--- src/rtl/mcell_pkg.sv ---
package mcell_pkg;

   typedef enum logic [1:0] {
      SRC_SHARED = 2'd0,
      SRC_BYPASS = 2'd1,
      SRC_SINGLE = 2'd2,
      SRC_ZERO   = 2'd3
   } dsrc_e;

   typedef enum logic [1:0] {
      ST_DREG  = 2'd0,
      ST_LATCH = 2'd1,
      ST_TFF   = 2'd2,
      ST_DREG2 = 2'd3
   } smode_e;

   localparam int CSEL_W = 3;

   typedef struct packed {
      logic              ic_reg;
      logic              fb_reg;
      logic              gline_sets;
      logic              ce_from_pt;
      logic              rst_low;
      logic              set_low;
      logic              ce_low;
      logic              clk_fall;
      logic              invert;
      logic [CSEL_W-1:0] clk_sel;
      smode_e            mode;
      dsrc_e             dsrc;
   } cfg_t;

   localparam int CFG_W = $bits(cfg_t);

endpackage

--- src/rtl/mc_term_sel.sv ---
module mc_term_sel
   import mcell_pkg::*;
#(
   parameter int BYP_TERMS = 4
) (
   input  dsrc_e                dsrc,
   input  logic                 invert,
   input  logic                 sum_in,
   input  logic [BYP_TERMS-1:0] byp_pt,
   input  logic                 one_pt,
   output logic                 d_val
);

   logic byp_or;
   logic raw;

   generate
      if (BYP_TERMS < 1 || BYP_TERMS > 16) begin : g_bad_terms
         $error("mc_term_sel: BYP_TERMS out of range");
      end
      if (BYP_TERMS == 1) begin : g_one_term
         assign byp_or = byp_pt[0];
      end else begin : g_or_terms
         assign byp_or = |byp_pt;
      end
   endgenerate

   always_comb begin
      unique case (dsrc)
         SRC_SHARED: raw = sum_in;
         SRC_BYPASS: raw = byp_or;
         SRC_SINGLE: raw = one_pt;
         default:    raw = 1'b0;
      endcase
   end

   assign d_val = raw ^ invert;

endmodule

--- src/rtl/mc_ctrl.sv ---
module mc_ctrl
   import mcell_pkg::*;
#(
   parameter int NGCLK = 3
) (
   input  logic              clk,
   input  logic              rst_n,
   input  logic [CSEL_W-1:0] clk_sel,
   input  logic              clk_fall,
   input  logic              ce_from_pt,
   input  logic              ce_low,
   input  logic              set_low,
   input  logic              rst_low,
   input  logic              gline_sets,
   input  logic [NGCLK-1:0]  gclk,
   input  logic              pt_clk,
   input  logic              shr_clk,
   input  logic              gce,
   input  logic              pt_ce,
   input  logic              grst,
   input  logic              pt_set,
   input  logic              pt_rst,
   output logic              clk_edge,
   output logic              clk_level,
   output logic              ce_on,
   output logic              clr_on,
   output logic              set_on
);

   localparam int NSRC  = 1 << CSEL_W;
   localparam int PT_IX = NGCLK;
   localparam int SH_IX = NGCLK + 1;

   logic [NSRC-1:0] src;
   logic            prev_q;
   logic            gline_on;

   generate
      if (NGCLK < 1 || SH_IX >= NSRC) begin : g_bad_nclk
         $error("mc_ctrl: NGCLK does not fit the clock select field");
      end
      for (genvar i = 0; i < NSRC; i++) begin : g_src
         if (i < NGCLK) begin : g_glob
            assign src[i] = gclk[i];
         end else if (i == PT_IX) begin : g_pt
            assign src[i] = pt_clk;
         end else if (i == SH_IX) begin : g_sh
            assign src[i] = shr_clk;
         end else begin : g_none
            assign src[i] = 1'b0;
         end
      end
   endgenerate

   assign clk_level = src[clk_sel] ^ clk_fall;

   always_ff @(posedge clk) begin
      if (!rst_n) prev_q <= 1'b1;
      else        prev_q <= clk_level;
   end

   assign clk_edge = clk_level & ~prev_q;
   assign ce_on    = (ce_from_pt ? pt_ce : gce) ^ ce_low;
   assign gline_on = grst ^ rst_low;
   assign clr_on   = (pt_rst ^ rst_low) | (gline_on & ~gline_sets);
   assign set_on   = (pt_set ^ set_low) | (gline_on & gline_sets);


   edge_once_chk: assert property (@(posedge clk) disable iff (!rst_n)
      clk_edge |=> !clk_edge);

endmodule

--- src/rtl/mc_store.sv ---
module mc_store
   import mcell_pkg::*;
(
   input  logic   clk,
   input  logic   rst_n,
   input  smode_e mode,
   input  logic   d_val,
   input  logic   clk_edge,
   input  logic   clk_level,
   input  logic   ce_on,
   input  logic   clr_on,
   input  logic   set_on,
   output logic   q_view
);

   logic q;
   logic gate_open;

   assign gate_open = (mode == ST_LATCH) && clk_level && ce_on;

   always_ff @(posedge clk) begin
      if (!rst_n) begin
         q <= 1'b0;
      end else if (clr_on) begin
         q <= 1'b0;
      end else if (set_on) begin
         q <= 1'b1;
      end else begin
         unique case (mode)
            ST_LATCH: if (gate_open) q <= d_val;
            ST_TFF:   if (clk_edge && ce_on && d_val) q <= ~q;
            default:  if (clk_edge && ce_on) q <= d_val;
         endcase
      end
   end

   always_comb begin
      if (clr_on)         q_view = 1'b0;
      else if (set_on)    q_view = 1'b1;
      else if (gate_open) q_view = d_val;
      else                q_view = q;
   end


   dreg_load_chk: assert property (@(posedge clk) disable iff (!rst_n)
      ((mode == ST_DREG || mode == ST_DREG2) && clk_edge && ce_on && !clr_on && !set_on)
      |=> (q == $past(d_val)));


   tff_flip_chk: assert property (@(posedge clk) disable iff (!rst_n)
      (mode == ST_TFF && clk_edge && ce_on && d_val && !clr_on && !set_on)
      |=> (q != $past(q)));


   ce_hold_chk: assert property (@(posedge clk) disable iff (!rst_n)
      (!ce_on && !clr_on && !set_on) |=> $stable(q));


   clear_wins_chk: assert property (@(posedge clk) disable iff (!rst_n)
      clr_on |=> (q == 1'b0));


   preset_chk: assert property (@(posedge clk) disable iff (!rst_n)
      (set_on && !clr_on) |=> (q == 1'b1));

endmodule

--- src/rtl/lmc_cell.sv ---
module lmc_cell
   import mcell_pkg::*;
#(
   parameter int BYP_TERMS = 4,
   parameter int NGCLK     = 3
) (
   input  logic                 clk,
   input  logic                 rst_n,
   input  logic [15:0]          cfg,
   input  logic                 sum_in,
   input  logic [BYP_TERMS-1:0] byp_pt,
   input  logic                 one_pt,
   input  logic [NGCLK-1:0]     gclk,
   input  logic                 pt_clk,
   input  logic                 shr_clk,
   input  logic                 gce,
   input  logic                 pt_ce,
   input  logic                 grst,
   input  logic                 pt_set,
   input  logic                 pt_rst,
   output logic                 fb_out,
   output logic                 ic_out
);

   localparam int NOUT = 2;

   generate
      if (CFG_W != 16) begin : g_bad_cfg
         $error("lmc_cell: configuration word width mismatch");
      end
   endgenerate

   cfg_t c;
   assign c = cfg_t'(cfg);

   logic d_val, clk_edge, clk_level, ce_on, clr_on, set_on, q_view;
   logic [NOUT-1:0] route_reg;
   logic [NOUT-1:0] outs;

   mc_term_sel #(.BYP_TERMS(BYP_TERMS)) u_term (
      .dsrc   (c.dsrc),
      .invert (c.invert),
      .sum_in (sum_in),
      .byp_pt (byp_pt),
      .one_pt (one_pt),
      .d_val  (d_val)
   );

   mc_ctrl #(.NGCLK(NGCLK)) u_ctrl (
      .clk        (clk),
      .rst_n      (rst_n),
      .clk_sel    (c.clk_sel),
      .clk_fall   (c.clk_fall),
      .ce_from_pt (c.ce_from_pt),
      .ce_low     (c.ce_low),
      .set_low    (c.set_low),
      .rst_low    (c.rst_low),
      .gline_sets (c.gline_sets),
      .gclk       (gclk),
      .pt_clk     (pt_clk),
      .shr_clk    (shr_clk),
      .gce        (gce),
      .pt_ce      (pt_ce),
      .grst       (grst),
      .pt_set     (pt_set),
      .pt_rst     (pt_rst),
      .clk_edge   (clk_edge),
      .clk_level  (clk_level),
      .ce_on      (ce_on),
      .clr_on     (clr_on),
      .set_on     (set_on)
   );

   mc_store u_store (
      .clk       (clk),
      .rst_n     (rst_n),
      .mode      (c.mode),
      .d_val     (d_val),
      .clk_edge  (clk_edge),
      .clk_level (clk_level),
      .ce_on     (ce_on),
      .clr_on    (clr_on),
      .set_on    (set_on),
      .q_view    (q_view)
   );

   assign route_reg = {c.ic_reg, c.fb_reg};

   generate
      for (genvar k = 0; k < NOUT; k++) begin : g_out
         assign outs[k] = route_reg[k] ? q_view : d_val;
      end
   endgenerate

   assign fb_out = outs[0];
   assign ic_out = outs[1];


   zero_src_chk: assert property (@(posedge clk) disable iff (!rst_n)
      (c.dsrc == SRC_ZERO && !c.fb_reg) |-> (fb_out == c.invert));

endmodule

--- config.mk ---
export PLATFORM = sky130hd
export DESIGN_NAME = lmc_cell
export DESIGN_NICKNAME = d
export VERILOG_FILES = /design/src/rtl/mcell_pkg.sv /design/src/rtl/mc_term_sel.sv /design/src/rtl/mc_ctrl.sv /design/src/rtl/mc_store.sv /design/src/rtl/lmc_cell.sv
export SDC_FILE = /design/constraint.sdc
export NUM_CORES = 1
export LEC_CHECK = 0
export BUFFER_PORTS_ARGS = -buffer_cell sky130_fd_sc_hd__clkbuf_2
export CAP_MARGIN = 20
export CORE_AREA = 5 5 42 44
export CTS_CLUSTER_SIZE = 14
export DETAILED_ROUTE_END_ITERATION = 16
export DIE_AREA = 0 0 47 49
export PLACE_DENSITY = 0.68
export SETUP_SLACK_MARGIN = 0.15
export SLEW_MARGIN = 30
export SYNTH_ARGS = -nofsm -noshare
export SYNTH_HDL_FRONTEND = slang
export SYNTH_HIERARCHICAL = 1
export SYNTH_SLANG_ARGS = --single-unit
--- constraint.sdc ---
create_clock -name clk -period 3.05 [get_ports clk]
set_input_delay 0.61 -clock clk [delete_from_list [all_inputs] [get_ports clk]]
set_output_delay 0.61 -clock clk [all_outputs]
set_load 0.05 [all_outputs]
# --- Yosys cells after proc, flatten, opt, wreduce, memory -nomap -nowiden ---
# Cells that the tools add are included.
word_totals:
  regBits: 2
  latch_bits: 0
  ram_bits: 0
  mem_bits_ro: 0
  output_inout_bits: 2
  elab_cells: 45
  mem_count: 0
op_classes:
  addsub: 0
  n_mul: 0
  div: 0
  order_cmp: 1
  n_eq_ne: 5
  shift: 0
  muxes: 13
  n_bitwise: 15
  n_reduce_logical: 9
op_table:
  columns: ["operator", "count"]
  rows:
  - ["two-way mux 1 bit", 10]
  - ["bitwise XOR 1 bit", 6]
  - ["== test 2 x 1 -> 1 bit, second input constant", 2]
  - ["== test 2 bit, second input constant", 2]
  - ["logical AND 1 bit", 4]
  - ["less-than comparator 3 x 4 -> 1 bit, second input constant", 1]
  - ["inverter 1 bit", 4]
  - ["nonzero test 4 bit", 1]
  - ["OR reduction 4 bit", 1]
  - ["AND 1 bit", 3]
  - ["binary-select mux 1 bit (select 3 bit)", 1]
  - ["inequality test 3 x 2 -> 1 bit, second input constant", 1]
  - ["one-hot mux 1 bit (3 select lines)", 1]
  - ["logical NOT 2 bit", 1]
  - ["OR 1 bit", 2]
  - ["one-hot mux 1 bit (2 select lines)", 1]
  - ["AND reduction 2 bit", 1]
  - ["OR reduction 2 bit", 1]

# --- Longest topological paths before layout ---
logic_depth:
  ltp_word: 9
  ltp_mapped: 8
  ltp_nobuf: 8

# --- Hierarchy ---
# The synthesis kept the hierarchy.
modules_own_cells:
  columns: ["module", "n_inst", "cells_each", "area_each_um2", "seq_area_each_um2"]
  rows:
  - ["mc_ctrl", 1, 24, 183.9, 20.0]
  - ["mc_store", 1, 21, 155.1, 20.0]
  - ["mc_term_sel", 1, 5, 43.8, 0.0]
  - ["lmc_cell", 1, 2, 26.3, 0.0]

# --- Worst setup path before layout ---
# OpenSTA, ideal clock, no wires.
synth_path:
  kind: "input port to output port"
  startpoint: "in cfg[5]"
  endpoint: "out fb_out"
  arrival_time_ns: 2.187
  t_required_ns: 2.440
  path_slack_ns: 0.253
  cell_stages: 8
  n_path_buf: 0
  path_cell_list: "nor3b_1 -> mux2i_1 -> a221o_1 -> inv_1 -> and4_1 -> a211oi_1 -> nor2_1 -> mux2_1"
synth_via:
  elab_chain_cells: 9
synth_rtl:
  columns: ["element", "line_no", "source"]
  rows:
  - ["start: declaration", "lmc_cell.sv:9", "input logic [15:0] cfg,"]
  - ["binary-select mux 1 bit (select 3 bit)", "mc_ctrl.sv:55", "assign clk_level = src[clk_sel] ^ clk_fall;"]
  - ["two-way mux 1 bit (not written as such)", "mc_ctrl.sv:55", null]
  - ["bitwise XOR 1 bit", "mc_ctrl.sv:55", null]
  - ["named net clk_level", "lmc_cell.sv:36", "logic d_val, clk_edge, clk_level, ce_on, clr_on, set_on, q_view;"]
  - ["logical AND 1 bit (2 in a row)", "mc_store.sv:19", "assign gate_open = (mode == ST_LATCH) && clk_level && ce_on;"]
  - ["two-way mux 1 bit", null, null]
  - ["two-way mux 1 bit", "mc_store.sv:39", "else if (set_on) q_view = 1'b1;"]
  - ["two-way mux 1 bit", "mc_store.sv:38", "if (clr_on) q_view = 1'b0;"]
  - ["named net q_view", "lmc_cell.sv:36", null]
  - ["two-way mux 1 bit", "lmc_cell.sv:91", "assign outs[k] = route_reg[k] ? q_view : d_val;"]
  - ["end: declaration", "lmc_cell.sv:21", "output logic fb_out,"]
# The timed path passes the listed nets, and every way through them passes these cells. The select of a mux whose other input is x is not followed.

# --- Final worst setup path ---
layout_path:
  startpoint: "in cfg[4]"
  endpoint: "out fb_out"
# The elaborated chain is that of the path after synthesis.

==> impl_results.md <==
* Pwr Density at 297 nW/µm²
* Status: completed
* Slew headroom at 75.0%
* CTS root buffer: clkbuf_4
* Layout cells sized above 1 at 57.0%
* Largest net degree at the start of global routing at 6
* Area of the multi-input gates at 392 µm²
* CP Capture Point: fb_out
* Post-Synthesis Net Count at 88
* Most frequent cell after synthesis: mux2i_1
* DRT iter0 DRCs at 5
* Core ar. at 1400 µm²
* CP Capture Type: primary output
* Drt pass-1 iters at 4
* # H-tree levels at 1
* All-Layer GR Usage at 11.0%
* Cell Rows at 14
* Fillers at 139
* Worst Path Required at 2440 ps
* GP Congestion at 0.652
* Seq/Total Area, Yosys at 9.79%
* Initial Util at 29.2%
* Unrepaired setup endpoints after global routing: yes
* Vias in the first global route at 482
* Diodes inserted at 0
* Final hold vios at 0
* Mapped cell area at 409 µm²
* Average routed wire per standard cell at 11.0 µm
* Number of enable flip-flop cells after synthesis at 0
* Period utilization at 92.7%
* Max-Cap Viols at 0
* F_max at 0.354 GHz
* Post-Place Cells at 105
* Worst-case clock buffer depth at 2
* Minimum clock period at 2830 ps
* Utilization after layout at 51.9%
* CTS Buf Count at 3
* Worst Tran Pin Value at 373 ps
* Drt drc at 0
* Area growth syn-to-layout at 77.7%
* Detailed Route WL at 1200 µm
* Clock-pin transition on the worst setup and hold timing paths at 30 ps
* Top_reg_cell synth: dfxtp_1
* HPWL Detailed at 995 µm
* Post-synth top area cell: mux2i_1
* Internal reg-to-reg setup slack at 1800 ps
* Pins Over Slew Limit at 0
* CP Data Arrival Time at 2220 ps
* TritonCTS clock tree: done
* Hold buffers post-CTS at 0
* Synth Warn # at 6
* Die H at 49 µm
* Fin Setup TNS at 0 ps
* Via density at 4.89
* Startpoint Class: input pin
* Initial antenna violation count at 0
* Total die area at 2300 µm²
* Final setup viols at 0
* CTS Sinks at 2
* Port bufs at 35
* Min-delay worst type: in2reg
* First-pass GRT wire length at 1770 µm
* Layout Skew at 11.3 ps
* Post-route insts no fill at 109
* Final ANT Viol Nets at 0
* Reg2reg path depth at 4
* Reg2Reg Capture Point: u_store/q
* Vias at 533
* Top cells by count, synth: mux2i_1 (6), nand2_1 (5), nand2b_1 (5), inv_1 (4)
* R2r startpoint: u_store/q
* Worst skew pair latency at 230 ps
* Worst vdd ir at 137 µV
* Worst Setup Path Type: in2out
* Async SR Flop Fraction at 0%
* Overflow left after global routing at 0
* Nets at 131
* Area share of the largest cell type after synthesis at 14.7%
* Ranking of synthesized cells by area: mux2i_1 (15%), dfxtp_1 (9.8%), nand2b_1 (7.6%)
* Die Width at 47 µm
* Avg Inst Size Synth at 7.87 µm²
* Synth cell types at 28
* Top-level port count at 36
* Pleak at 0.000370 µW
* #FFs+latches synth at 2
* Cells after Synth at 52
* CP max FO at 3
* Reg area at 40.0 µm²
* Worst Setup SP: cfg[4]
-- where the power goes --
part	switching (µW)	internal (µW)	total, µW	leakage (µW)
clock network	17.8	43.6	61.4	0.0000138
logic	56.6	67.8	124	0.000339
registers	1.55	28.7	30.2	0.0000166
total	75.9	140	216	0.000370
-- cells in the final DEF, fill, tap and decap left out --
master and n:
clkbuf_4 3, clkbuf_16 1, o21ai_1 1, nand2_1 5, nor2_1 2, or4_1 1, mux2i_1 4, inv_2 1
nor3b_4 1, nor2_2 1, nand3_2 1, mux2_4 2, nor2b_1 2, ha_1 2, o211ai_1 1, mux2i_2 2
o31a_1 1, clkbuf_2 32, and4_4 1, xor2_1 3, nand2b_1 5, a21oi_1 1, a32oi_1 1, a211oi_2 1
xnor2_1 2, inv_1 3, dfxtp_1 2, a2111oi_1 1, nor4_2 1, buf_4 3, o22ai_1 1, a221o_1 1
and2_1 1, buf_8 2, and2b_2 1
-- layer usage --
metal  up-vias  part of all wire [%]  global-route usage [%]  wire length, µm
met1       237                    38                    12.0              459
met2        22                    52                    15.8              621
met3         0                   9.7                    3.69              116
met5         -                     0                       0                0
met4         0                     0                    9.68                0
li1        274                     -                       -                -
-- metrics by stage --
stage	power [µW]	hold slack, ps	setup WS, ps	area (µm²)
floorplan	87.2	521	253	409
global placement	126	557	22.6	619
detailed placement	128	565	-4.97	619
CTS	216	544	161	713
global route	233	555	122	727
finish	216	561	222	727
-- flip-flops by register name, indices dropped and copies added, names as in the netlist --
name and count:
u_ctrl/prev_q 1, u_store/q 1
-- how the worst min path moves through the flow --
stage / startpoint / to / slack [ps] / depth (start not counted)
2_1_floorplan: u_store/q / u_store/q / 520 / 2
3_3_place_gp: u_store/q / u_store/q / 560 / 2
3_5_place_dp: u_store/q / u_store/q / 570 / 2
4_1_cts: rst_n / u_ctrl/prev_q / 540 / 2
5_1_grt: rst_n / u_ctrl/prev_q / 550 / 2
6_report: rst_n / u_ctrl/prev_q / 560 / 2
-- critical path, stage by stage --
cell and delay (ps):
buf_8 90, mux2i_2 210, mux2i_1 90, a221o_1 340, inv_2 80, nand3_2 70
a211oi_2 210, nor2_2 60, mux2_4 270, clkbuf_16 170
-- cell families (layout without fill, tap and decap cells) --
logic type,count (synthesis),in the layout,synth area share (%)
compound gates,9,9,16.8
xor+xnor,5,5,10.7
fa+ha+maj,2,2,6.12
buf+inv,4,45,3.67
flops,2,2,9.79
mux,8,8,21.1
simple gates,22,22,31.8
-- what timing repair did --
item | in CTS | in global routing
resized for setup | 13 | 5
pin swaps | 4 | 4
setup buffers | 1 | 0
setup endpoints to repair | 2 | 2
-- layout make-up --
class / count / area share (%)
multi-input cells: 46 / 53.9
repair buffers: 38 / 32.7
flip-flops and latches: 2 / 5.51
clock buffers: 3 / 3.10
well taps: 16 / 2.75
inverters: 4 / 2.07
No activity file was read; power rests on OpenSTA's default activity.
